$ cat src/rtl/dmactl_pkg.sv
package dmactl_pkg;
   localparam int DW    = 8;
   localparam int IDX_W = 4;

   localparam logic [IDX_W-1:0] IX_CMD_STAT = 4'd8;
   localparam logic [IDX_W-1:0] IX_REQ      = 4'd9;
   localparam logic [IDX_W-1:0] IX_SMASK    = 4'd10;
   localparam logic [IDX_W-1:0] IX_MODE     = 4'd11;
   localparam logic [IDX_W-1:0] IX_PTRCLR   = 4'd12;
   localparam logic [IDX_W-1:0] IX_MRESET   = 4'd13;
   localparam logic [IDX_W-1:0] IX_MCLR     = 4'd14;
   localparam logic [IDX_W-1:0] IX_MASK     = 4'd15;

   localparam logic [DW-1:0] CMD_LEGAL = 8'h04;

   typedef struct packed {
      logic cmd_wr;
      logic req_wr;
      logic smask_wr;
      logic mode_wr;
      logic ptr_clr;
      logic mreset;
      logic mask_clr;
      logic mask_wr;
      logic stat_rd;
      logic mask_rd;
   } dmactl_strobe_t;

   function automatic logic cmd_ok(input logic [DW-1:0] d);
      return (d & ~CMD_LEGAL) == '0;
   endfunction
endpackage

$ cat src/rtl/dmactl_decode.sv
module dmactl_decode
   import dmactl_pkg::*;
(
   input  logic             wr_en,
   input  logic             rd_en,
   input  logic [IDX_W-1:0] idx,
   output dmactl_strobe_t   stb
);
   always_comb begin
      stb          = '0;
      stb.cmd_wr   = wr_en && (idx == IX_CMD_STAT);
      stb.req_wr   = wr_en && (idx == IX_REQ);
      stb.smask_wr = wr_en && (idx == IX_SMASK);
      stb.mode_wr  = wr_en && (idx == IX_MODE);
      stb.mreset   = wr_en && (idx == IX_MRESET);
      stb.ptr_clr  = wr_en && ((idx == IX_PTRCLR) || (idx == IX_MRESET));
      stb.mask_clr = wr_en && (idx == IX_MCLR);
      stb.mask_wr  = wr_en && (idx == IX_MASK);
      stb.stat_rd  = rd_en && (idx == IX_CMD_STAT);
      stb.mask_rd  = rd_en && (idx == IX_MASK);
   end
endmodule

$ cat src/rtl/dmactl_chan.sv
module dmactl_chan
   import dmactl_pkg::*;
#(
   parameter int CH = 0
) (
   input  logic           clk,
   input  logic           rst_n,
   input  dmactl_strobe_t stb,
   input  logic [DW-1:0]  wr_data,
   input  logic           hold,
   input  logic           release_i,
   input  logic           tc_i,
   output logic           mask_q,
   output logic           req_q,
   output logic           tc_q,
   output logic [DW-1:0]  mode_q
);
   logic sel;
   assign sel = (wr_data[1:0] == 2'(CH));

   always_ff @(posedge clk or negedge rst_n) begin
      if (!rst_n) begin
         mask_q <= 1'b1;
      end else if (stb.mreset) begin
         mask_q <= 1'b1;
      end else if (stb.mask_clr) begin
         mask_q <= 1'b0;
      end else if (stb.mask_wr) begin
         mask_q <= wr_data[CH];
      end else if (stb.smask_wr && sel) begin
         mask_q <= wr_data[2];
      end
   end

   always_ff @(posedge clk or negedge rst_n) begin
      if (!rst_n) begin
         req_q <= 1'b0;
      end else if (stb.mreset) begin
         req_q <= 1'b0;
      end else if (stb.req_wr && sel) begin
         req_q <= wr_data[2];
      end else if (release_i) begin
         req_q <= 1'b0;
      end else if (hold) begin
         req_q <= 1'b1;
      end
   end

   always_ff @(posedge clk or negedge rst_n) begin
      if (!rst_n) begin
         tc_q <= 1'b0;
      end else if (stb.mreset) begin
         tc_q <= 1'b0;
      end else if (tc_i) begin
         tc_q <= 1'b1;
      end else if ((stb.req_wr && sel) || stb.stat_rd) begin
         tc_q <= 1'b0;
      end
   end

   always_ff @(posedge clk or negedge rst_n) begin
      if (!rst_n) begin
         mode_q <= '0;
      end else if (stb.mode_wr && sel) begin
         mode_q <= wr_data;
      end
   end
endmodule

$ cat src/rtl/dmactl_arb.sv
module dmactl_arb #(
   parameter int NUM_CH = 4,
   localparam int CH_W = (NUM_CH > 1) ? $clog2(NUM_CH) : 1
) (
   input  logic [NUM_CH-1:0] elig,
   input  logic              disable_i,
   output logic              vld,
   output logic [CH_W-1:0]   ch
);
   always_comb begin
      ch = '0;
      for (int i = NUM_CH - 1; i >= 0; i--) begin
         if (elig[i]) ch = CH_W'(i);
      end
      vld = (|elig) && !disable_i;
   end
endmodule

$ cat src/rtl/dma_ctl_regs.sv
module dma_ctl_regs
   import dmactl_pkg::*;
#(
   parameter int NUM_CH = 4,
   localparam int CH_W = (NUM_CH > 1) ? $clog2(NUM_CH) : 1
) (
   input  logic                 clk,
   input  logic                 rst_n,
   input  logic                 wr_en,
   input  logic                 rd_en,
   input  logic [IDX_W-1:0]     idx,
   input  logic [DW-1:0]        wr_data,
   output logic [DW-1:0]        rd_data,
   input  logic [NUM_CH-1:0]    dreq_set,
   input  logic [NUM_CH-1:0]    dreq_clr,
   input  logic [NUM_CH-1:0]    tc_hit,
   output logic [NUM_CH-1:0]    svc_en,
   output logic                 grant_vld,
   output logic [CH_W-1:0]      grant_ch,
   output logic [DW-1:0]        cmd_out,
   output logic [DW*NUM_CH-1:0] mode_out,
   output logic                 ptr_clr
);
   if (NUM_CH < 1 || NUM_CH > 4) begin : g_bad_num_ch
      $error("dma_ctl_regs: NUM_CH must lie in 1..4");
   end

   dmactl_strobe_t    stb;
   logic [NUM_CH-1:0] mask_vec;
   logic [NUM_CH-1:0] req_vec;
   logic [NUM_CH-1:0] tc_vec;
   logic [DW-1:0]     status_q;
   logic [DW-1:0]     mask_rd;
   logic [DW-1:0]     cmd_q;

   dmactl_decode u_dec (
      .wr_en (wr_en),
      .rd_en (rd_en),
      .idx   (idx),
      .stb   (stb)
   );

   for (genvar c = 0; c < NUM_CH; c++) begin : g_ch
      dmactl_chan #(.CH(c)) u_ch (
         .clk       (clk),
         .rst_n     (rst_n),
         .stb       (stb),
         .wr_data   (wr_data),
         .hold      (dreq_set[c]),
         .release_i (dreq_clr[c]),
         .tc_i      (tc_hit[c]),
         .mask_q    (mask_vec[c]),
         .req_q     (req_vec[c]),
         .tc_q      (tc_vec[c]),
         .mode_q    (mode_out[DW*c +: DW])
      );
   end

   always_comb begin
      status_q = '0;
      mask_rd  = '0;
      for (int c = 0; c < NUM_CH; c++) begin
         status_q[c]     = tc_vec[c];
         status_q[4 + c] = req_vec[c];
         mask_rd[c]      = mask_vec[c];
      end
   end

   always_ff @(posedge clk or negedge rst_n) begin
      if (!rst_n) begin
         cmd_q <= '0;
      end else if (stb.mreset) begin
         cmd_q <= '0;
      end else if (stb.cmd_wr && cmd_ok(wr_data)) begin
         cmd_q <= wr_data;
      end
   end

   assign cmd_out = cmd_q;
   assign ptr_clr = stb.ptr_clr;
   assign svc_en  = ~mask_vec & req_vec;

   dmactl_arb #(.NUM_CH(NUM_CH)) u_arb (
      .elig      (svc_en),
      .disable_i (cmd_q[2]),
      .vld       (grant_vld),
      .ch        (grant_ch)
   );

   always_comb begin
      if (stb.stat_rd)      rd_data = status_q;
      else if (stb.mask_rd) rd_data = mask_rd;
      else                  rd_data = '0;
   end
endmodule

$ cat config.mk
export PLATFORM = sky130hd
export DESIGN_NAME = dma_ctl_regs
export DESIGN_NICKNAME = d
export VERILOG_FILES = /design/src/rtl/dmactl_pkg.sv /design/src/rtl/dmactl_decode.sv /design/src/rtl/dmactl_chan.sv /design/src/rtl/dmactl_arb.sv /design/src/rtl/dma_ctl_regs.sv
export SDC_FILE = /design/constraint.sdc
export NUM_CORES = 1
export LEC_CHECK = 0
export ABC_CLOCK_PERIOD_IN_PS = 3500
export BUFFER_PORTS_ARGS = -buffer_cell sky130_fd_sc_hd__clkbuf_2
export CORE_AREA = 5 5 73 75
export CTS_CLUSTER_DIAMETER = 30
export DETAILED_ROUTE_END_ITERATION = 10
export DIE_AREA = 0 0 78 80
export GPL_ROUTABILITY_DRIVEN = 0
export GPL_TIMING_DRIVEN = 0
export PLACE_DENSITY = 0.88
export SYNTH_ARGS = -nofsm -noshare
export SYNTH_HDL_FRONTEND = slang
export SYNTH_SLANG_ARGS = --single-unit
$ cat constraint.sdc
create_clock -name clk -period 3.5 [get_ports clk]
set_input_delay 0.875 -clock clk [delete_from_list [all_inputs] [get_ports clk]]
set_output_delay 0.875 -clock clk [all_outputs]
set_load 0.005 [all_outputs]
---- Word-level counts from Yosys, hierarchy flattened ----
Cells that the tools add are included.
word-level totals
  input port bits ......................... 28
  register bits after elaboration ......... 52
  logic and storage cells ................. 128
  output and inout bits ................... 56
cells by class
  bitwise gates (word level) .............. 2
  reductions and logical operators ........ 46
  eq/ne operators ......................... 11
  multiplexer cells ....................... 52
operators by type and width
  cell                count
  $mux 1              44
  $eq 4x4->1 const B  8
  $reduce_bool 4->1   8
  $logic_and 1x1->1   24
  $mux 8              3
  $reduce_bool 3->1   4
  $logic_not 8->1     1
  $mux 2              4
  $logic_or 1x1->1    5
  $and 4x4->4         1
  $eq 2x2->1 const B  2
  $mux 4              1
  $not 4->4           1
  $reduce_or 4->1     1
  $eq 2x1->1 const B  1
  $logic_not 2->1     1
  $reduce_bool 2->1   1
  $logic_not 1->1     1

---- Depth between registers and ports, before layout ----
Gate-level depths: netlist of the first run.
  depth in word-level cells ............... 7
  depth in mapped cells ................... 6

---- Hierarchy ----
Synthesis of the first run repeated with hierarchy kept, for this count alone.
unflattened totals
  cell total of the unflattened synthesis .. 202
  area, all modules ....................... 2454.9 µm²
modules (own cells, without submodules)
  module                       cells an instance  seq. area each (µm²)  times used  area an instance (µm²)
  dmactl_chan at g_ch[0].u_ch  34                 276.5                 1           493.0
  dmactl_chan at g_ch[2].u_ch  35                 276.5                 1           480.5
  dmactl_chan at g_ch[1].u_ch  33                 276.5                 1           456.7
  dmactl_chan at g_ch[3].u_ch  34                 276.5                 1           455.4
  dma_ctl_regs                 42                 200.2                 1           425.4
  dmactl_decode                17                 0.0                   1           107.6
  dmactl_arb                   7                  0.0                   1           36.3

---- Worst setup path before layout of the first run ----
OpenSTA, ideal clock, no wires.
  kind .................................... in2out
  from .................................... in idx[1]
  to ...................................... out rd_data[0]
  buffers on the path ..................... 1
  cell stages on the path ................. 3
  data arrival time ....................... 1.931 ns
  required time ........................... 2.625 ns
  setup slack ............................. 0.694 ns
  path through ............................ buf_2 > nor4_1 > a22o_1
between the ends
  cells in the longest elaborated chain, start to end .. 4
  elaborated cells on any way between the ends .. 6
  those cells by class .................... 2 x eq/ne; 2 x mux; 2 x reduce/logical
RTL lines
  item               RTL line             text
  start, declared    dma_ctl_regs.sv:11   input logic [IDX_W-1:0] idx,
  $eq 4x4->1         dmactl_decode.sv:20  stb.mask_rd = rd_en && (idx == IX_MASK);
  $logic_and 1x1->1  dmactl_decode.sv:20
  $mux 4             dma_ctl_regs.sv:92   else if (stb.mask_rd) rd_data = mask_rd;
  $mux 8 (*)         dma_ctl_regs.sv:91   if (stb.stat_rd) rd_data = status_q;
  end, declared      dma_ctl_regs.sv:13   output logic [DW-1:0] rd_data,
Mark *: on every way between the ends. The rest lies on a longest branch, timed or not.

---- Worst setup path after layout of the first run ----
  from .................................... in idx[2]
  to ...................................... out rd_data[3]
Same word-level chain as after synthesis.

==> flow_summary.yaml, run 1 <==
finish:
  layout.nets: 319
  num_antenna_cells: 0
  design_area_um2: 2960
  drive_gt1_share_pct: 45.7
  fillCellCount: 369
  area_growth_pct: 27.2
clock_network:
  clockBufferDepth: 2
  post-cts-setup-buffers: 0
  cts_tree: "yes"
  clock-sinks: 52
  cts_max_level: 2
  clk_pin_slew_ps: 90
  cts_inserted_buffers: 5
  clkLatencyLatePin_ps: 280
  cts_hold_buf: 0
  root_buffer: "clkbuf_8"
timing:
  tightestPinTransition_ps: 739
  fin_ws_ps: 378
  finalHoldViolations: 0
  rsz0062_at_grt: "false"
  fmax_mhz: 320
  setup_violations: 0
  max_slew_margin_pct: 50.3
  fin_crit_sh_pct: 89.2
  fin_tns_setup_ps: 0
  min_period_ps: 3120
  skew_ps: 0
  holdWs_ps: 479
  slew_violations: 0
routing:
  vias_per_cell: 5.44
  routed_wl_um: 5550
  wl_per_cell_um: 16.1
  ant_nets: 0
  drt_iter0_markers: 153
  drc: 0
  drt_pass1_iterations: 4
  vias: 1877
global_routing:
  track_usage_pct: 18.4
  grt_pass1_vias: 1955
  antenna_found_initial: 0
  grt_pass1_wl_um: 9320
  overflow: 0
  grt_max_degree: 53
worst_setup_path:
  cp_max_fo: 10
  r2r_slack_ps: 2610
  slowest_delay_ps: 670
  worstPathRequired_ps: 2620
  critical_path.startpoint_type: "input pin"
  end_kind: "output port"
  path_buf_inv: 3
  cp_common_cell: "clkbuf_2"
  cp_cell_sequence: "clkbuf_2 -> clkbuf_1 -> nor4_2 -> a22o_1 -> clkbuf_2"
  path_class: "in -> out"
  cp_slowest_cell: "nor4_2"
  crit_arrival_ps: 2250
  crit_family: "simple AND/OR/NAND/NOR gates"
floorplan:
  die_x_um: 78
  coreArea_um2: 4600
  die_h_um: 80
  start_util_pct: 50.5
  rows: 25
  fp.dieArea_um2: 6240
  ios: 84
synthesis:
  netlist_area_um2: 2320
  synthArstFlopShare_pct: 100
  syn_inst: 201
  seq_area_frac_synth_pct: 56.2
  synth.avg_cell_area_um2: 11.6
  synth.top_cell.area_share_pct: 51.7
  yosysTopAreaCell: "dfrtp_1"
  synth.distinct_cells: 38
  synth-edff-count: 0
  synth-seq-cells: 52
  synth_nets: 229
  yosysMostFrequentCell: "dfrtp_1"
  synth_warnings: 0
  synth_commonest_cells: "dfrtp_1 (48), nor2_1 (28), mux2_2 (24)"
  ys.flop_type: "dfrtp_1"
  synth_area_leaders: "dfrtp_1 (52%), mux2_2 (12%), dfstp_2 (4.5%)"
power:
  power.leakage_nw: 1.54
  irDropWorstVdd_uv: 355
  finalPower_mw: 1.39
  power_density_nw_per_um2: 470
run_status:
  outcome: "completed"
job:
  cap_violations: 0
placement:
  dpl.hpwl_um: 4140
  dpl_cell_area_um2: 2800
  place_ws_ps: 25.3
  numPortBuffers: 82
hold_path:
  hold_class: "reg -> reg"
## final timing paths
| kind | cells after the start | from | endpoint |
|---|---|---|---|
| hold reg to reg | 1 | g_ch[2].u_ch.mode_q[1]$_DFFE_PN0P_ | g_ch[2].u_ch.mode_q[1]$_DFFE_PN0P_ |
| setup / recovery | 5 | idx[2] | rd_data[3] |
| max in group asynchronous | 2 | rst_n | g_ch[0].u_ch.mask_q$_DFFE_PN1P_ |
| setup reg to reg | 2 | g_ch[1].u_ch.mask_q$_DFFE_PN1P_ | g_ch[1].u_ch.mask_q$_DFFE_PN1P_ |
| min in group asynchronous | 1 | rst_n | g_ch[2].u_ch.mode_q[3]$_DFFE_PN0P_ |
| hold / removal | 1 | g_ch[2].u_ch.mode_q[1]$_DFFE_PN0P_ | g_ch[2].u_ch.mode_q[1]$_DFFE_PN0P_ |
## routing by layer
| metal | vias up | global-route usage [%] | wire [µm] | share of wire, % |
|---|---|---|---|---|
| met5 | - | 0 | 0 | 0 |
| met4 | 0 | 4.56 | 40 | 0.72 |
| met3 | 6 | 4.18 | 363 | 6.5 |
| met2 | 76 | 31.4 | 2840 | 51 |
| met1 | 912 | 23.8 | 2300 | 41 |
| li1 | 883 | - | - | - |
## power breakdown
| group | switching (mW) | internal [mW] |
|---|---|---|
| Sequential | 0.0371 | 0.669 |
| Combinational | 0.106 | 0.110 |
| Clock | 0.185 | 0.281 |
## registers in the layout, indices dropped and copies added, names as in the netlist
signal / cells
cmd_out: 8
g_ch.u_ch.tc_q: 4
g_ch.u_ch.mode_q: 32
g_ch.u_ch.mask_q: 4
g_ch.u_ch.req_q: 4
## logic make-up (layout without fill, tap and decap cells)
logic type      Yosys count  in the layout  synth area share [%]
compound gates           24             24                  7.22
buf+inv                  11            101                  2.15
flops                    52             52                  56.2
mux                      30             30                  14.2
simple gates             84             84                  20.2
## area by class of cell
cell class	instances	area, µm²	share of cell area [%]
Sequential cell	52	1310	44.2
Multi-Input combinational cell	138	973	32.9
Timing Repair Buffer	83	430	14.6
Clock buffer	5	68.8	2.33
Tap cell	54	67.6	2.29
Clock inverter	2	60.1	2.03
Buffer	9	42.5	1.44
Inverter	2	7.51	0.254
## layout by cell type (no fill, tap or decap), drive strengths merged, types with 2 or more instances in the layout
cell	count
clkbuf	90
dfrtp	48
nor2	31
mux2	24
and2	12
nor2b	9
buf	7
nand2	6
mux2i	6
a21oi	5
a22o	4
or2	4
a31oi	4
dfstp	4
nand3	4
nor3	4
nand2b	3
nand4b	3
inv	2
nand4	2
o21bai	2
a41oi	2
bufinv	2
nor4	2
## what timing repair did
action / CTS / global route
endpoints found under the hold margin: 0 / 0
resized for setup: 1 / 0
setup endpoints to repair: 4 / 0
## stage by stage
stage                     instances  util, %
after global placement          337     60.9
after CTS                       344     63.9
final                           345     64.3
after global routing            345     64.3
after floorplan                 201        -
after detailed placement        337     60.9
Note: power is estimated with default switching activity, not from simulation.
==> inputs of run 2 (changes only) <==
--- a/config.mk
+++ b/config.mk
@@ -5,15 +5,16 @@
 export SDC_FILE = /design/constraint.sdc
 export NUM_CORES = 1
 export LEC_CHECK = 0
-export ABC_CLOCK_PERIOD_IN_PS = 3500
+export ABC_AREA = 1
+export ABC_CLOCK_PERIOD_IN_PS = 3300
 export BUFFER_PORTS_ARGS = -buffer_cell sky130_fd_sc_hd__clkbuf_2
-export CORE_AREA = 5 5 73 75
+export CORE_AREA = 5 5 77 79
 export CTS_CLUSTER_DIAMETER = 30
 export DETAILED_ROUTE_END_ITERATION = 10
-export DIE_AREA = 0 0 78 80
+export DIE_AREA = 0 0 82 84
 export GPL_ROUTABILITY_DRIVEN = 0
 export GPL_TIMING_DRIVEN = 0
-export PLACE_DENSITY = 0.88
+export PLACE_DENSITY = 0.83
 export SYNTH_ARGS = -nofsm -noshare
 export SYNTH_HDL_FRONTEND = slang
 export SYNTH_SLANG_ARGS = --single-unit
==> constraint.sdc (replaced) <==
create_clock -name clk -period 3.3 [get_ports clk]
set_input_delay 0.825 -clock clk [delete_from_list [all_inputs] [get_ports clk]]
set_output_delay 0.825 -clock clk [all_outputs]
set_load 0.005 [all_outputs]
==> run 2 against run 1 <==
Against the previous run:
- utilization shrank 5.1 points
- global-route usage rose by 0.13 points
- non-clock buffer count shrank 1
- die area up 10%
- clock skew stayed put
- wire length increased by 8.5%
- register-to-register slack worse by 160 ps
- critical endpoint is now rd_data[5]
==> flow_summary.yaml, run 2 <==
finish:
  drive_gt1_share_pct: 35.8
  final_common_cell: "nand2_1"
  largest-register: "g_ch.u_ch.mode_q"
  final_util_pct: 59.2
  layout.nets: 412
  largest_reg_flops: 32
  num_antenna_cells: 0
  area_growth_pct: 26.0
  regArea_um2: 1310
  multiInputGateArea_um2: 962
  fillCellCount: 499
  final_cell_mix: "nand2_1 (84), clkbuf_2 (82), dfrtp_1 (48)"
worst_setup_path:
  end_kind: "output port"
  path_buf_inv: 3
  crit_family: "simple AND/OR/NAND/NOR gates"
  setup.worst_path.end: "rd_data[5]"
  r2r_slack_ps: 2450
  cp_slowest_cell: "nand2_1"
  path_class: "in -> out"
  worstPathRequired_ps: 2470
  rr_worst_depth: 2
  cp_cell_sequence: "clkbuf_2 -> inv_1 -> nor2_1 -> nand2_1 -> nor2_4 -> nand2_1 -> nor2_1 -> clkbuf_2"
  cp_num_cells: 8
  r2r_end: "g_ch[2].u_ch.mask_q$_DFFE_PN1P_"
  critical_path.startpoint_type: "input pin"
  slowest_delay_ps: 230
  timing.rr.start: "g_ch[2].u_ch.mask_q$_DFFE_PN1P_"
  cp_max_fo: 8
  cp-startpoint: "idx[3]"
  crit_arrival_ps: 1930
synthesis:
  yosysTopAreaCell: "dfrtp_1"
  yosysMostFrequentCell: "nand2_1"
  synth-seq-cells: 52
  synth.avg_cell_area_um2: 8.44
  synth.distinct_cells: 25
  seq_area_frac_synth_pct: 52.8
  syn_inst: 293
  synth_nets: 321
  netlist_area_um2: 2470
  synth-edff-count: 0
  synth_warnings: 0
  synth_commonest_cells: "nand2_1 (84), dfrtp_1 (48), inv_1 (37)"
  synth.top_cell.area_share_pct: 48.6
  synthArstFlopShare_pct: 100
  ys.flop_type: "dfrtp_1"
  synth_area_leaders: "dfrtp_1 (49%), nand2_1 (13%), o21ai_2 (8.1%)"
floorplan:
  ios: 84
  die_h_um: 84
  die_x_um: 82
  start_util_pct: 46.9
  coreArea_um2: 5270
  fp.dieArea_um2: 6890
  rows: 27
clock_network:
  clk_pin_slew_ps: 100
  post-cts-setup-buffers: 0
  clkLatencyLatePin_ps: 310
  cts_hold_buf: 0
  cts-resized-gates: 0
  root_buffer: "clkbuf_8"
  clock-sinks: 52
  cts_max_level: 2
  cts_inserted_buffers: 5
  cts_tree: "yes"
  clockBufferDepth: 2
timing:
  max_slew_margin_pct: 71.1
  tightestPinTransition_ps: 430
  rsz0062_at_grt: "false"
  slew_violations: 0
  finalHoldViolations: 0
  holdWs_ps: 378
  fin_crit_sh_pct: 83.5
  fin_tns_setup_ps: 0
  min_period_ps: 2760
  fmax_mhz: 363
  skew_ps: 0
  fin_ws_ps: 544
  setup_violations: 0
power:
  pwr-share-clk_pct: 30.2
  p_switching_mw: 0.434
  finalPower_mw: 1.53
  p_sw_share_pct: 28.5
  power.leakage_nw: 1.77
  power_density_nw_per_um2: 490
  internal-power_mw: 1.09
  p_seq_share_pct: 50.9
  pwr-share-comb_pct: 18.9
  irDropWorstVdd_uv: 381
routing:
  drt_pass1_iterations: 4
  wl_per_cell_um: 13.2
  routed_wl_um: 6030
  vias_per_cell: 4.82
  ant_nets: 0
  drc: 0
  drt_iter0_markers: 131
  vias: 2203
run_status:
  outcome: "completed"
placement:
  numPortBuffers: 83
  dpl.hpwl_um: 4670
  place_ws_ps: 553
global_routing:
  antenna_found_initial: 0
  grt_max_degree: 53
  grt_pass1_vias: 2143
  grt_pass1_wl_um: 10000
  track_usage_pct: 18.6
  overflow: 0
hold_path:
  hold_class: "in -> async"
job:
  cap_violations: 0
run 2: cell count changes after synthesis, moves of 6 or more:
cell	change
nand3_1	+15
nor2_1	+6
nand2_2	+6
nor2b_1	-9
and2_1	-12
o21ai_2	+23
o21ai_0	+8
inv_1	+35
mux2i_1	-6
mux2_2	-24
nand2_1	+78
run 2: worst min-delay path by stage:
stage,to
after floorplan,g_ch[3].u_ch.mode_q[0]$_DFFE_PN0P_
after global placement,g_ch[1].u_ch.mode_q[0]$_DFFE_PN0P_
after detailed placement,g_ch[3].u_ch.mode_q[0]$_DFFE_PN0P_
after CTS,g_ch[3].u_ch.mode_q[0]$_DFFE_PN0P_
after global routing,g_ch[2].u_ch.mode_q[7]$_DFFE_PN0P_
final,g_ch[2].u_ch.mode_q[7]$_DFFE_PN0P_
run 2: per-layer routing:
metal	global-route usage (%)	up-vias	part of all wire, %	wire length, µm
met1	23.3	1025	42	2520
met4	5.14	0	1.3	77
li1	-	1099	-	-
met3	5.40	7	7.1	428
met5	0	-	0	0
met2	30.6	72	50	3000
run 2: layout make-up:
type	count	share of cell area [%]
Inverter	38	4.57
Sequential cell	52	41.9
Multi-Input combinational cell	196	30.9
Buffer	7	2.01
Clock buffer	5	2.21
Tap cell	72	2.89
Timing Repair Buffer	84	14.0
Clock inverter	3	1.61
run 2: cells by family (layout without fill, tap and decap cells):
group	count (synthesis)	after routing	share of synthesized area (%)
AND/OR/NAND/NOR	156	156	27.1
buffers and inverters	45	137	8.30
flip-flops	52	52	52.8
AO/OA/AOI/OAI	40	40	11.8
run 2: metrics by stage:
step           std cells  instance area [µm²]
3_5_place_dp         448                 2980
3_3_place_gp         448                 2980
2_1_floorplan        293                 2470
4_1_cts              456                 3100
6_report             457                 3120
5_1_grt              457                 3120
run 2: power groups by stage:
stage	registers [mW]	logic [mW]	clock network (mW)
2_1_floorplan	0.786	0.142	0
3_3_place_gp	0.785	0.284	0
3_5_place_dp	0.790	0.291	0
4_1_cts	0.778	0.293	0.473
5_1_grt	0.791	0.329	0.500
6_report	0.777	0.289	0.461
